===== src/rtl/wstrobe_pkg.sv =====
// Shared types for the write strobe generator.
// Assumes: one cycle in flight at a time.
package wstrobe_pkg;
    typedef enum logic [1:0] {
        PH_IDLE   = 2'd0,
        PH_SETUP  = 2'd1,
        PH_STROBE = 2'd2,
        PH_HOLD   = 2'd3
    } phase_e;

    typedef struct packed {
        logic wide;      // 1 = 16-bit bus cycle
        logic word;      // 1 = word write
        logic addr0;     // byte lane for byte writes
        logic combined;  // pin mode
    } wr_ctx_t;
endpackage


===== src/rtl/wstrobe_seq.sv =====
// Cycle sequencer: accepts a request while idle, then steps through the
// setup, strobe and hold phases. It freezes the attributes and the mode
// bit for the length of the cycle.
// Assumes: synchronous active-low reset; inputs are valid at each edge.
module wstrobe_seq
    import wstrobe_pkg::*;
(
    input  logic    clk,
    input  logic    rst_n,
    input  logic    req_i,
    input  wr_ctx_t ctx_i,
    output phase_e  phase_o,
    output wr_ctx_t ctx_o,
    output logic    ready_o,
    output logic    done_o
);
    phase_e  phase_q;
    wr_ctx_t ctx_q;

    // Phase register: idle -> setup -> strobe -> hold -> idle.
    always_ff @(posedge clk) begin
        if (!rst_n) begin
            phase_q <= PH_IDLE;
        end else begin
            unique case (phase_q)
                PH_IDLE:   if (req_i) phase_q <= PH_SETUP;
                PH_SETUP:  phase_q <= PH_STROBE;
                PH_STROBE: phase_q <= PH_HOLD;
                default:   phase_q <= PH_IDLE;
            endcase
        end
    end

    // Attribute and mode capture, allowed only while idle.
    always_ff @(posedge clk) begin
        if (!rst_n) begin
            ctx_q <= '0;
        end else if (phase_q == PH_IDLE) begin
            ctx_q <= ctx_i;
        end
    end

    assign phase_o = phase_q;
    assign ctx_o   = ctx_q;
    assign ready_o = (phase_q == PH_IDLE);
    assign done_o  = (phase_q == PH_HOLD);

    // the three phases follow in a fixed order.
    assert_phase_order_R2: assert property (@(posedge clk) disable iff (!rst_n)
        (phase_q == PH_SETUP) |=> (phase_q == PH_STROBE));
    assert_phase_strobe_R2: assert property (@(posedge clk) disable iff (!rst_n)
        (phase_q == PH_STROBE) |=> (phase_q == PH_HOLD));
    assert_phase_end_R2: assert property (@(posedge clk) disable iff (!rst_n)
        (phase_q == PH_HOLD) |=> (phase_q == PH_IDLE));
    // the latched context does not move during a cycle.
    assert_cfg_frozen_R8: assert property (@(posedge clk) disable iff (!rst_n)
        (phase_q != PH_IDLE) |=> $stable(ctx_q));
endmodule


===== src/rtl/wstrobe_lane_decode.sv =====
// Lane decoder: from the latched attributes it works out which byte
// lanes the write touches and whether the high-byte enable applies.
// Assumes: on an 8-bit bus every write drives both byte strobes.
module wstrobe_lane_decode
    import wstrobe_pkg::*;
(
    input  wr_ctx_t ctx_i,
    output logic    lo_en_o,
    output logic    hi_en_o,
    output logic    hbe_en_o
);
    // Lane enables from bus width, size and address bit 0.
    always_comb begin
        lo_en_o  = !ctx_i.wide || ctx_i.word || !ctx_i.addr0;
        hi_en_o  = !ctx_i.wide || ctx_i.word ||  ctx_i.addr0;
        hbe_en_o = ctx_i.word || ctx_i.addr0;
    end
endmodule


===== src/rtl/wstrobe_pin_mux.sv =====
// Pin mapper: turns the phase and the lane enables into the two
// active-low pins, choosing between split-strobe and combined meaning.
// Assumes: the phase and the enables come from registers, so the pins
// do not depend on the live inputs.
module wstrobe_pin_mux
    import wstrobe_pkg::*;
(
    input  logic   clk,
    input  logic   rst_n,
    input  phase_e phase_i,
    input  logic   combined_i,
    input  logic   wide_i,
    input  logic   lo_en_i,
    input  logic   hi_en_i,
    input  logic   hbe_en_i,
    output logic   pin_hi_n_o,
    output logic   pin_lo_n_o
);
    logic strobe_win;
    logic cycle_win;

    // Phase windows: the strobe clock, and the whole bus cycle.
    always_comb begin
        strobe_win = (phase_i == PH_STROBE);
        cycle_win  = (phase_i != PH_IDLE);
    end

    // Pin meaning chosen by the latched mode bit.
    always_comb begin
        if (combined_i) begin
            pin_hi_n_o = !(cycle_win && hbe_en_i);
            pin_lo_n_o = !strobe_win;
        end else begin
            pin_hi_n_o = !(strobe_win && hi_en_i);
            pin_lo_n_o = !(strobe_win && lo_en_i);
        end
    end

    // an 8-bit split cycle drives both strobes together.
    assert_split_narrow_R5: assert property (@(posedge clk) disable iff (!rst_n)
        (strobe_win && !combined_i && !wide_i) |-> (!pin_hi_n_o && !pin_lo_n_o));
    // a 16-bit split strobe always drives at least one lane.
    assert_split_wide_R4: assert property (@(posedge clk) disable iff (!rst_n)
        (strobe_win && !combined_i) |-> (!pin_hi_n_o || !pin_lo_n_o));
    // in combined mode the write strobe is low exactly in the strobe clock.
    assert_comb_strobe_R6: assert property (@(posedge clk) disable iff (!rst_n)
        combined_i |-> (pin_lo_n_o == (phase_i != PH_STROBE)));
endmodule


===== src/rtl/wstrobe_gen.sv =====
// Top of the write strobe generator. The sequencer, the lane decoder
// and the pin mapper are wired here.
// Assumes: synchronous active-low reset; one write in flight at a time.
module wstrobe_gen
    import wstrobe_pkg::*;
(
    input  logic clk,
    input  logic rst_n,
    input  logic req_i,
    input  logic wide_i,
    input  logic word_i,
    input  logic addr0_i,
    input  logic combined_i,
    output logic ready_o,
    output logic done_o,
    output logic pin_hi_n_o,
    output logic pin_lo_n_o
);
    wr_ctx_t ctx_in;
    wr_ctx_t ctx_q;
    phase_e  phase;
    logic    lo_en;
    logic    hi_en;
    logic    hbe_en;

    // Bundle the request attributes.
    always_comb begin
        ctx_in.wide     = wide_i;
        ctx_in.word     = word_i;
        ctx_in.addr0    = addr0_i;
        ctx_in.combined = combined_i;
    end

    wstrobe_seq seq_i (
        .clk     (clk),
        .rst_n   (rst_n),
        .req_i   (req_i),
        .ctx_i   (ctx_in),
        .phase_o (phase),
        .ctx_o   (ctx_q),
        .ready_o (ready_o),
        .done_o  (done_o)
    );

    wstrobe_lane_decode dec_i (
        .ctx_i    (ctx_q),
        .lo_en_o  (lo_en),
        .hi_en_o  (hi_en),
        .hbe_en_o (hbe_en)
    );

    wstrobe_pin_mux mux_i (
        .clk        (clk),
        .rst_n      (rst_n),
        .phase_i    (phase),
        .combined_i (ctx_q.combined),
        .wide_i     (ctx_q.wide),
        .lo_en_i    (lo_en),
        .hi_en_i    (hi_en),
        .hbe_en_i   (hbe_en),
        .pin_hi_n_o (pin_hi_n_o),
        .pin_lo_n_o (pin_lo_n_o)
    );

    // idle means both pins inactive and no done pulse.
    assert_idle_high_R1: assert property (@(posedge clk) disable iff (!rst_n)
        ready_o |-> (pin_hi_n_o && pin_lo_n_o && !done_o));
    // done never lasts two clocks.
    assert_done_single_R10: assert property (@(posedge clk) disable iff (!rst_n)
        done_o |=> !done_o);
    // a busy cycle keeps ready low until its hold clock is over.
    assert_busy_hold_R9: assert property (@(posedge clk) disable iff (!rst_n)
        (!ready_o && !done_o) |=> !ready_o);
endmodule


===== config.mk =====
export PLATFORM = sky130hd
export DESIGN_NAME = wstrobe_gen
export DESIGN_NICKNAME = d
export VERILOG_FILES = /design/src/rtl/wstrobe_pkg.sv /design/src/rtl/wstrobe_seq.sv /design/src/rtl/wstrobe_lane_decode.sv /design/src/rtl/wstrobe_pin_mux.sv /design/src/rtl/wstrobe_gen.sv
export SDC_FILE = /design/constraint.sdc
export NUM_CORES = 1
export LEC_CHECK = 0
export BUFFER_PORTS_ARGS = -buffer_cell sky130_fd_sc_hd__buf_2
export CORE_AREA = 10 10 47 49
export DETAILED_ROUTE_END_ITERATION = 10
export DIE_AREA = 0 0 57 59
export PLACE_DENSITY = 0.55
export SLEW_MARGIN = 20
export SYNTH_ARGS = -nofsm -noshare
export SYNTH_HDL_FRONTEND = slang
export SYNTH_SLANG_ARGS = --single-unit

===== constraint.sdc =====
create_clock -name clk -period 1.26 [get_ports clk]
set_input_delay 0.252 -clock clk [delete_from_list [all_inputs] [get_ports clk]]
set_output_delay 0.252 -clock clk [all_outputs]
set_load 0.05 [all_outputs]

==> impl.org, run 1 <==
** Clocking
- Clock buffer count from CTS :: 3
- Clock-pin slew was measured on the worst setup and hold paths at 0.05 ns.
- TritonCTS built the clock tree.
- Insertion delay to the later sink of the worst-skew pair :: 0.24 ns
- Clock tree synthesis selected as its root buffer the cell sky130_fd_sc_hd__clkbuf_4.
- The clock drives 6 sinks.
- For this design, the CTS-stage hold fixing added 0 buffers.
- In this run the number of H-tree levels came out at 1.
- In this run the deepest clock path goes through 2 buffers.

** Timing
- For the final routed database, the setup TNS stands at -0.6179 ns.
- Min cycle time layout :: 1.527 ns
- Clock skew :: 0.002128 ns
- Total count of hold-check failures in the final report :: 0
- Worst Max-Slew Pin Slew :: 0.1810 ns
- Based on the critical path, the design can be clocked at up to 654.9 MHz.
- Tightest slew margin relative to the limit :: 0.8792
- Of the available clock period, the critical path in the final layout requires 1.212.
- Final setup viols :: 4
- Worst Hold Margin :: 0.2615 ns
- Setup repair after global routing missed its margin :: true
- In the post-route analysis, the smallest setup slack over all paths is -0.2669 ns.
- The count of pins over their slew limit was 0.

** Setup path
- The worst register-to-register path begins at seq_i.phase_o[1].
- Origin of the worst setup path :: seq_i.phase_o[1]
- Crit-path max FO :: 3
- FF-to-FF path depth :: 8
- On the worst path, the slowest cell contributes a delay of 0.34 ns.
- Required time at the worst-slack endpoint :: 1.01 ns
- The worst setup path is launched from a register.
- The worst setup path is captured at an output pin.
- The slowest stage of the critical path is the sky130_fd_sc_hd__dfxtp_2 cell.
- The critical path goes through inv_2 -> ha_4 -> nand2b_4 -> o22a_4 -> buf_8.
- By startpoint and endpoint, the worst setup path is classified as register to output pin.
- At the worst endpoint, the arrival time is 1.27 ns.

** Job
- Across the run, the number of max-cap violations was 0.

** Drt
- Residual antenna-violating net count after detailed routing :: 0
- Summing over every cut layer, the via total after detailed routing is 293.
- Detailed-route DRC error count :: 0
- For this block, the routed nets add up to 729 µm of wire.
- After detailed routing, the average wire length per cell comes to 10.57 µm.
- Number of violations reported at the end of detailed-routing iteration 0 :: 0
- Using the TritonRoute via totals, the vias-per-cell ratio works out to 4.246.
- For this run, the detailed router's first-pass iteration total came to 1.

** Floorplanning
- Die Area :: 3363 µm²
- The initial utilization of the core area, before any placement, comes to 0.2366.
- I/O pin count :: 11
- Count of standard-cell rows :: 14
- In this run the vertical extent of the chip is 59 µm.
- The die is 57 µm wide.
- Core outline area :: 1401 µm²

** Layout
- The finished cells cover 564.3 µm².
- Final Net Count :: 65
- Fraction of layout cells with a size suffix above 1 :: 0.6038
- The count of cells in the finished layout, fillers not included, comes to 69.
- Area delta synth->final :: 70.19%
- Total inserted antenna cells :: 0

** Logic synthesis
- Of all flip-flops after synthesis, the portion carrying an async set or reset was 0.
- Most frequently used cell type in the post-synthesis netlist :: sky130_fd_sc_hd__dfxtp_1
- Synthesis produced a netlist whose cell count is 33.
- Post-synthesis register bit count :: 6
- For this run, the number of Yosys warnings is 0.
- Leading post-synthesis cells by cell area :: sky130_fd_sc_hd__dfxtp_1, sky130_fd_sc_hd__mux2i_1, sky130_fd_sc_hd__ha_1
- Summed instance area of the synthesized netlist :: 331.6 µm²
- The share of synthesized area in the top cell type comes to 0.3623.
- For this run, the leading register cell type out of synthesis is sky130_fd_sc_hd__dfxtp_1.
- The synthesized design contains 0 enable-type register cells.
- A synthesized cell averages 10.05 µm².
- By count the netlist is led by sky130_fd_sc_hd__dfxtp_1, sky130_fd_sc_hd__mux2i_1, sky130_fd_sc_hd__nor2b_1, sky130_fd_sc_hd__ha_1, sky130_fd_sc_hd__o21ai_0.
- Synthesis produced a netlist with a net count of 43.
- Most area-hungry cell type in the Yosys netlist :: sky130_fd_sc_hd__dfxtp_1
- For this run, the register share of the synthesized area comes to 0.3623.
- The synthesized netlist contains 15 unique library cells.

** Global routing
- Entering global routing, the biggest net connects 9 pins.
- For this run, the total global-route usage over all layers was measured as 0.05102.
- The number of global-route vias before repair came to 329.
- For met1 alone, demand over resource in global routing was 0.04875.
- Routing usage on met2 :: 0.08062
- The initial antenna violation count came to 0.
- Residual overflow from global routing :: 0
- The first global-routing pass estimated 1.338 mm of wire.
- met2 is the most crowded layer.
- For met3 alone, demand over resource in global routing was 0.02790.

** Place
- After detailed placement, the total cell area comes to 455.4 µm².
- Cell total after placement :: 63
- Port buffering added 10 buffers.
- Final estimated routing congestion in global placement :: 0.6720

** Power
- Peak supply drop :: 0.8542 mV
- Overall power consumption :: 1.642 mW
- Leakage power of the design :: 0.2579 nW
- Power density of the placed cells :: 2910 nW/µm²

** Worst hold path
- The worst hold path was traced through 3 stages.
- Startpoint of the lowest-slack hold path :: combined_i
- Class of the tightest hold or removal check :: primary input to register

** Status
- Outcome :: finished with violations
- Failing checks :: negative setup slack
==> report_power, final <==
part | switching, mW | internal, mW | leakage, nW
logic | 0.533 | 0.607 | 0.194
clock network | 0.0676 | 0.108 | 0.0138
registers | 0.0602 | 0.267 | 0.0503
==> cell usage in the layout, fill, tap and decap left out, drive strengths merged <==
| cell type | instances |
|---|---|
| a21boi | 1 |
| a21oi | 1 |
| buf | 18 |
| clkbuf | 3 |
| dfxtp | 6 |
| ha | 3 |
| inv | 2 |
| mux2i | 4 |
| nand2 | 1 |
| nand2b | 4 |
| nor2 | 2 |
| nor2b | 4 |
| o21ai | 3 |
| o22a | 1 |
==> path summary, 6_finish.rpt <==
| kind | slack, ns | to |
|---|---|---|
| max reg2reg | -0.03 | seq_i.phase_o[1] |
| max | -0.27 | pin_hi_n_o |
| min | 0.26 | seq_i.ctx_o[0] |
| min reg2reg | 0.54 | seq_i.ctx_o[0] |
==> logic make-up after synthesis <==
kind of cell	count (synthesis)	share of synthesized area
adder cells (fa/ha/maj)	3	0.1132
buffers and inverters	3	0.05661
multiplexers	4	0.1208
flip-flops	6	0.3623
AO/OA/AOI/OAI	6	0.1094
AND/OR/NAND/NOR	11	0.2377
==> sequential cells by signal (all words and copies together) (netlist names) <==
| name | count |
|---|---|
| seq_i.phase_o | 2 |
| seq_i.ctx_o | 4 |
==> stage by stage <==
step,setup WS (ns),utilization
2_1_floorplan,-0.1681,-
3_3_place_gp,-0.08021,0.3250
3_5_place_dp,-0.08793,0.3250
4_1_cts,-0.2745,0.3759
5_1_grt,-0.3184,0.4027
6_report,-0.2669,0.4027
==> per-layer routing <==
| metal | up-vias | share of wire |
|---|---|---|
| li1 | 149 | - |
| met3 | 0 | 0.074 |
| met2 | 7 | 0.48 |
| met5 | - | 0 |
| met1 | 137 | 0.45 |
| met4 | 0 | 0 |
==> critical path: cells and delay by family (launching register included) <==
family,cells,cell delay [ns]
compound gates,1,0.22
fa+ha+maj,1,0.15
buf+inv,2,0.18
flops,1,0.34
simple gates,1,0.13
==> area by class of cell <==
class,instances,area (µm²)
timing repair buffer,18,161.4
tap,16,20.02
clock buffer,3,22.52
multi-input combinational,24,230.2
sequential,6,122.6
fill,150,837.1
inverter,2,7.507
==> timing repair <==
| item | 4_1_cts | 5_1_grt |
|---|---|---|
| endpoints found under the hold margin | 0 | 0 |
| resized for setup | 14 | 5 |
| pin swaps | 2 | 0 |
| setup buffers | 1 | 3 |
| endpoints found under the setup margin | 4 | 4 |
Power figures use the tool's default switching activity.
==> run 2: changes to the inputs <==
--- a/config.mk
+++ b/config.mk
@@ -9,7 +9,7 @@
 export CORE_AREA = 10 10 47 49
 export DETAILED_ROUTE_END_ITERATION = 10
 export DIE_AREA = 0 0 57 59
-export PLACE_DENSITY = 0.55
+export PLACE_DENSITY = 0.57
 export SLEW_MARGIN = 20
 export SYNTH_ARGS = -nofsm -noshare
 export SYNTH_HDL_FRONTEND = slang
==> impl.org, run 2 (synthesis gave the netlist of run 1 again) <==
** Setup path
- The slowest stage of the critical path belongs to the cell sky130_fd_sc_hd__dfxtp_4.
- STA puts the critical path data required time at 1.01 ns.
- FF-to-FF path depth :: 6
- STA classifies the critical path startpoint as a register.
- The number of buffers and inverters on the critical path is 2.
- Terminus of the critical flop-to-flop path :: seq_i.phase_o[1]
- Delay of the slowest cell on the worst path :: 0.36 ns
- Data on the critical path arrives at its endpoint at 1.29 ns.
- Cell type group with the largest total delay on the critical path :: flip-flops
- Crit-path max FO :: 3
- Beginning of the worst register-to-register path :: seq_i.phase_o[1]
- Walking the worst path, the cells encountered are inv_2 -> ha_4 -> nand2b_4 -> o22a_4 -> buf_8.
- Startpoint-to-endpoint class of the critical path :: register to output pin
- The setup check on the worst reg-to-reg path leaves a slack of 0.13 ns.
- STA classifies the critical path endpoint as an output pin.
- Origin of the worst setup path :: seq_i.phase_o[1]

** Place
- The congestion estimate from routability-driven global placement came to 0.6718.
- Prior to clock tree synthesis, the placed netlist has a worst setup slack of -0.09993 ns.
- Input and output buffers added on the ports amount to 10.
- In this run the cell area measured after placement is 455.4 µm².
- HPWL after detailed placement :: 593 µm

** Global routing
- Across every metal layer, demand over resource in global routing totals 0.05138.
- Residual overflow from global routing :: 0
- Entering global routing, the biggest net connects 9 pins.
- The initial antenna violation count is 0.
- The number of global-route vias before repair came to 322.
- Wire length of the first global-routing pass :: 1.317 mm

** Drt
- Detailed-route wire length :: 712 µm
- Detailed-route DRC error count :: 0
- First drt pass iteration count :: 2
- In the routed layout, each cell is associated on average with a via count of 4.182.
- Total via count after detailed routing :: 276
- Residual antenna-violating net count after detailed routing :: 0
- In the final routed layout, each cell accounts on average for 10.79 µm.
- Number of violations reported at the end of detailed-routing iteration 0 :: 1

** Timing
- Setup repair after global routing missed its margin :: true
- Sum of negative setup slack :: -0.4881 ns
- For the finished layout, the period the worst path requires is 1.539 ns.
- The count of pins over their slew limit came to 0.
- Worst Max-Slew Pin Slew :: 0.1627 ns
- Based on the critical path, the design can be clocked at up to 649.9 MHz.
- Final worst path period share :: 1.221
- Crit path setup slack, layout :: -0.2786 ns
- Final setup viols :: 4
- Measured against its own limit, the worst slew margin works out to 0.8904.
- The number of hold-slack violations in the final timing report was 0.
- Clock skew :: 0.002803 ns

** Layout
- Fraction of layout cells with a size suffix above 1 :: 0.6400
- With fillers left out, the area of the finished cells amounts to 548.0 µm².
- Area delta synth->final :: 65.28%
- Fill cells in the final layout number 148.
- Flip-flop count of the largest register after layout :: 4
- Total inserted antenna cells :: 0
- Final Net Count :: 62
- In the layout the commonest cells are sky130_fd_sc_hd__buf_2, sky130_fd_sc_hd__mux2i_1, sky130_fd_sc_hd__nor2b_1, sky130_fd_sc_hd__buf_4.
- The library cell used most frequently in the layout, excluding fill and tap cells, is sky130_fd_sc_hd__buf_2.
- Final Core Density :: 0.3911

** Floorplanning
- I/O pin count :: 11
- Core outline area :: 1401 µm²
- The die covers 3363 µm².
- Die X-Extent :: 57 µm
- Row generation in the floorplan step produced 14 rows.
- Initial core utilization :: 0.2366
- Die Y :: 59 µm

** Status
- Failing checks :: negative setup slack
- Outcome :: finished with violations

** Power
- Peak supply drop :: 1.045 mV
- Summed over all cells, the static leakage comes to 0.2400 nW.
- Summed over all nets, the switching power comes to 0.6354 mW.
- Sequential share of power :: 0.231
- Of the total power, the share spent switching nets is 0.4245.
- Dividing total power by cell area gives a power density of 2732 nW/µm².
- Of the total power, the clock network draws 0.116.
- Overall power consumption :: 1.497 mW
- Fraction of power consumed by combinational cells :: 0.654
- Design internal power :: 0.8616 mW

** Clocking
- Clock tree synthesis found a total of 6 sinks.
- TritonCTS built the clock tree.
- In this run the number of H-tree levels came out at 1.
- After clock tree synthesis, the clock-pin slew on the worst setup and hold paths is 0.05 ns.
- Number of buffers between clock root and the deepest sink :: 2
- The later pin in the worst-skew pair is clocked with a latency of 0.24 ns.
- Clock buffer count from CTS :: 3
- Clk root buf :: sky130_fd_sc_hd__clkbuf_4

** Worst hold path
- Hold Crit Endpoint :: seq_i.ctx_o[0]
- In this run the worst hold path is classified as primary input to register.
- Along the worst hold path, the cell count comes to 3.
- Startpoint of the lowest-slack hold path :: combined_i

** Job
- Max-cap violations in this run came to 0.
-- run 2: changes by cell type in the layout (fill, tap and decap cells not counted), sizes merged --
cell	before	now
buf	18	15
-- run 2: area by class of cell --
class                      count  area [µm²]  area share
clock buffer                   3       22.52     0.04110
inverter                       2       7.507     0.01370
multi-input combinational     24       242.7      0.4429
sequential                     6       127.6      0.2329
tap                           16       20.02     0.03653
timing repair buffer          15       127.6      0.2329
-- run 2: metrics by stage --
step / hold slack (ns) / instances
after global placement: 0.5102 / 63
after CTS: 0.2434 / 66
final: 0.2557 / 66
after floorplan: 0.3800 / 33
after detailed placement: 0.5136 / 63
after global routing: 0.2650 / 66
-- run 2: worst reg2reg max path: cells and delay by family (launching register included) --
| family | cells | cell delay (ns) |
|---|---|---|
| adder cells (fa/ha/maj) | 1 | 0.15 |
| AND/OR/NAND/NOR | 2 | 0.14 |
| buffers and inverters | 2 | 0.21 |
| multiplexers | 1 | 0.17 |
| flip-flops | 1 | 0.36 |
-- run 2: layer usage --
layer,global-route usage,wire length [µm]
met5,0,0
met4,0.04027,0
met3,0.03863,73
met2,0.07597,335
met1,0.04739,303
-- run 2: worst max-delay path by stage --
stage,depth (start not counted),end
after global routing,5,pin_hi_n_o
after global placement,5,pin_hi_n_o
after CTS,5,pin_hi_n_o
after floorplan,5,pin_hi_n_o
final,5,pin_hi_n_o
after detailed placement,5,pin_hi_n_o
-- run 2: timing repair --
| action | CTS | global route |
|---|---|---|
| endpoints found under the setup margin | 4 | 4 |
| setup buffers | 1 | 0 |
| pin swaps | 3 | 0 |
| hold buffers | 0 | 0 |
| resized for setup | 18 | 2 |
-- run 2: power groups by stage --
stage | sequential [mW] | clock [mW] | combinational, mW
floorplan | 0.328 | 0 | 0.679
global placement | 0.332 | 0 | 0.818
detailed placement | 0.334 | 0 | 0.822
CTS | 0.334 | 0.188 | 0.983
global route | 0.359 | 0.200 | 1.07
finish | 0.345 | 0.173 | 0.978
==> run 3: changes to the inputs <==
--- a/config.mk
+++ b/config.mk
@@ -9,7 +9,7 @@
 export CORE_AREA = 10 10 47 49
 export DETAILED_ROUTE_END_ITERATION = 10
 export DIE_AREA = 0 0 57 59
-export PLACE_DENSITY = 0.57
+export PLACE_DENSITY = 0.55
 export SLEW_MARGIN = 20
 export SYNTH_ARGS = -nofsm -noshare
 export SYNTH_HDL_FRONTEND = slang
==> constraint.sdc (replaced) <==
create_clock -name clk -period 1.74 [get_ports clk]
set_input_delay 0.348 -clock clk [delete_from_list [all_inputs] [get_ports clk]]
set_output_delay 0.348 -clock clk [all_outputs]
set_load 0.05 [all_outputs]
==> impl.org, run 3 (synthesis gave the netlist of run 1 again) <==
** Status
- The run finished with clean final reports.

** Place
- Counting tap cells, the placed design contains a total of 59 instances.
- Input and output buffers added on the ports amount to 10.
- Before CTS, the worst setup slack after placement is 0.2725 ns.
- Final estimated routing congestion in global placement :: 0.7148
- Once placement finished, the instance area stood at 400.4 µm².

** Setup path
- Crit-path max FO :: 3
- Register-to-register path setup slack :: 0.59 ns
- The worst setup path is captured at an output pin.
- Arr. time, crit path :: 1.31 ns
- In this run the critical register-to-register path is captured at seq_i.phase_o[1].
- Startpoint-to-endpoint class of the critical path :: register to output pin
- Beginning of the worst register-to-register path :: seq_i.phase_o[0]
- At the worst endpoint, the required time is 1.39 ns.
- Counting cells, the worst reg-to-reg path comes to 6.
- The worst setup path is launched from a register.

** Timing
- Max Freq :: 602.2 MHz
- Worst Max-Slew Pin Slew :: 0.2551 ns
- Min cycle time layout :: 1.661 ns
- The number of hold-slack violations in the final timing report is 0.
- After layout, the worst setup slack is 0.07930 ns.
- Clock skew :: 0.008839 ns
- Dividing the final minimum period by the clock period gives 0.9544.
- Max-slew violation count :: 0
- For the final routed database, the setup TNS stands at 0 ns.
- Final setup viols :: 0
- Setup repair after global routing left no endpoint under its margin.
- Measured against its own limit, the worst slew margin works out to 0.8311.

** Global routing
- Maximum number of pins on one net before global-route repair :: 9
- Number of antenna violations at the first check in global routing :: 0
- The number of global-route vias before repair is 300.
- For this run, the total global-route usage over all layers was measured as 0.04616.
- Global routing finished with a remaining overflow of 0.
- The first global-routing pass estimated 1.173 mm of wire.

** Floorplanning
- Initial core utilization :: 0.2366
- Count of standard-cell rows :: 14
- After floorplanning, the core was sized to cover 1401 µm².
- I/O pin count :: 11
- Die X-Extent :: 57 µm
- Die Y :: 59 µm
- The die covers 3363 µm².

** Drt
- Wires add up to 689 µm.
- After detailed routing, the average wire length per cell comes to 11.11 µm.
- The detailed router placed 274 vias in this run.
- Number of violations reported at the end of detailed-routing iteration 0 :: 3
- Residual antenna-violating net count after detailed routing :: 0
- First drt pass iteration count :: 4
- Drt via density :: 4.419
- Detailed-route DRC error count :: 0

** Clocking
- The clock passes through at most 2 buffers.
- Counting every sink on the clock net gives 6.
- TritonCTS built the clock tree.
- Number of gates resized after CTS :: 1
- H-Tree Depth :: 1
- CTS clk-pin slew, worst paths :: 0.05 ns
- Number of hold buffers added after cts :: 0
- Clock tree synthesis inserted a total of 3 buffers.
- Clock latency on the worst-skew pair, taken at its later pin, is 0.25 ns.
- Post CTS Setup Buffer Count :: 0
- In this run the clock root is driven by a sky130_fd_sc_hd__clkbuf_4.

** Layout
- After routing the design area is 431.7 µm².
- Total inserted antenna cells :: 0
- Fraction of layout cells with a size suffix above 1 :: 0.4348
- The register with the most flip-flops in the layout has 4 of them.
- The finished layout holds 62 standard cells, fillers aside.
- Final Net Count :: 58
- The library cell used most frequently in the layout, excluding fill and tap cells, is sky130_fd_sc_hd__buf_2.
- Area delta synth->final :: 30.19%
- The top cell types in the final layout, fill and taps aside, are sky130_fd_sc_hd__buf_2, sky130_fd_sc_hd__mux2i_1, sky130_fd_sc_hd__nor2b_1, sky130_fd_sc_hd__dfxtp_1, sky130_fd_sc_hd__clkbuf_4.

** Power
- Summed over all cells, the static leakage comes to 0.2042 nW.
- Power density of the placed cells :: 2020 nW/µm²
- The design draws 0.8720 mW.
- Across the VDD grid, the largest voltage drop is 0.8158 mV.

** Worst hold path
- Min-Delay Path Depth :: 3
- The worst hold path begins at combined_i.
- The path with the worst hold slack has its endpoint at seq_i.ctx_o[0].
- Class of the tightest hold or removal check :: primary input to register

** Job
- Max-cap violation count :: 0
==> run 3: cell type report <==
cell class / count / area (µm²)
Fill cell: 162 / 969.7
Tap cell: 16 / 20.02
Clock buffer: 3 / 22.52
Timing Repair Buffer: 11 / 63.81
Multi-Input combinational cell: 24 / 195.2
Inverter: 2 / 7.507
Sequential cell: 6 / 122.6
==> run 3: power by group <==
part | internal [mW] | switching [mW]
Clock | 0.0782 | 0.0528
Combinational | 0.199 | 0.301
Sequential | 0.193 | 0.0471
Total | 0.471 | 0.401
==> run 3: how the worst max path moves through the flow <==
stage	from	slack (ns)	endpoint
after floorplan	seq_i.phase_o[0]	-0.05	pin_hi_n_o
after global placement	seq_i.phase_o[0]	0.28	pin_hi_n_o
after detailed placement	seq_i.phase_o[1]	0.27	pin_hi_n_o
after CTS	seq_i.phase_o[0]	0.02	pin_hi_n_o
after global routing	seq_i.phase_o[0]	0.01	pin_hi_n_o
final	seq_i.phase_o[0]	0.08	pin_hi_n_o
==> run 3: per-stage QoR <==
stage | hold slack, ns | utilization
2_1_floorplan | 0.4762 | -
3_3_place_gp | 0.5316 | 0.2857
3_5_place_dp | 0.5284 | 0.2857
4_1_cts | 0.3526 | 0.3036
5_1_grt | 0.3614 | 0.3080
6_report | 0.3484 | 0.3080
==> run 3: worst max-delay path: stages, from the launching register on <==
cell and delay (ns):
sky130_fd_sc_hd__dfxtp_2 0.33, sky130_fd_sc_hd__inv_1 0.06, sky130_fd_sc_hd__ha_2 0.18, sky130_fd_sc_hd__nand2b_4 0.13, sky130_fd_sc_hd__o22a_1 0.21, sky130_fd_sc_hd__buf_6 0.16
==> run 3: metal layers <==
metal,part of all wire,global-route usage,up-vias
met5,0,0,-
met1,0.48,0.05083,121
met3,0.083,0.03004,2
met4,0.022,0.04027,0
li1,-,-,140
met2,0.42,0.05891,11
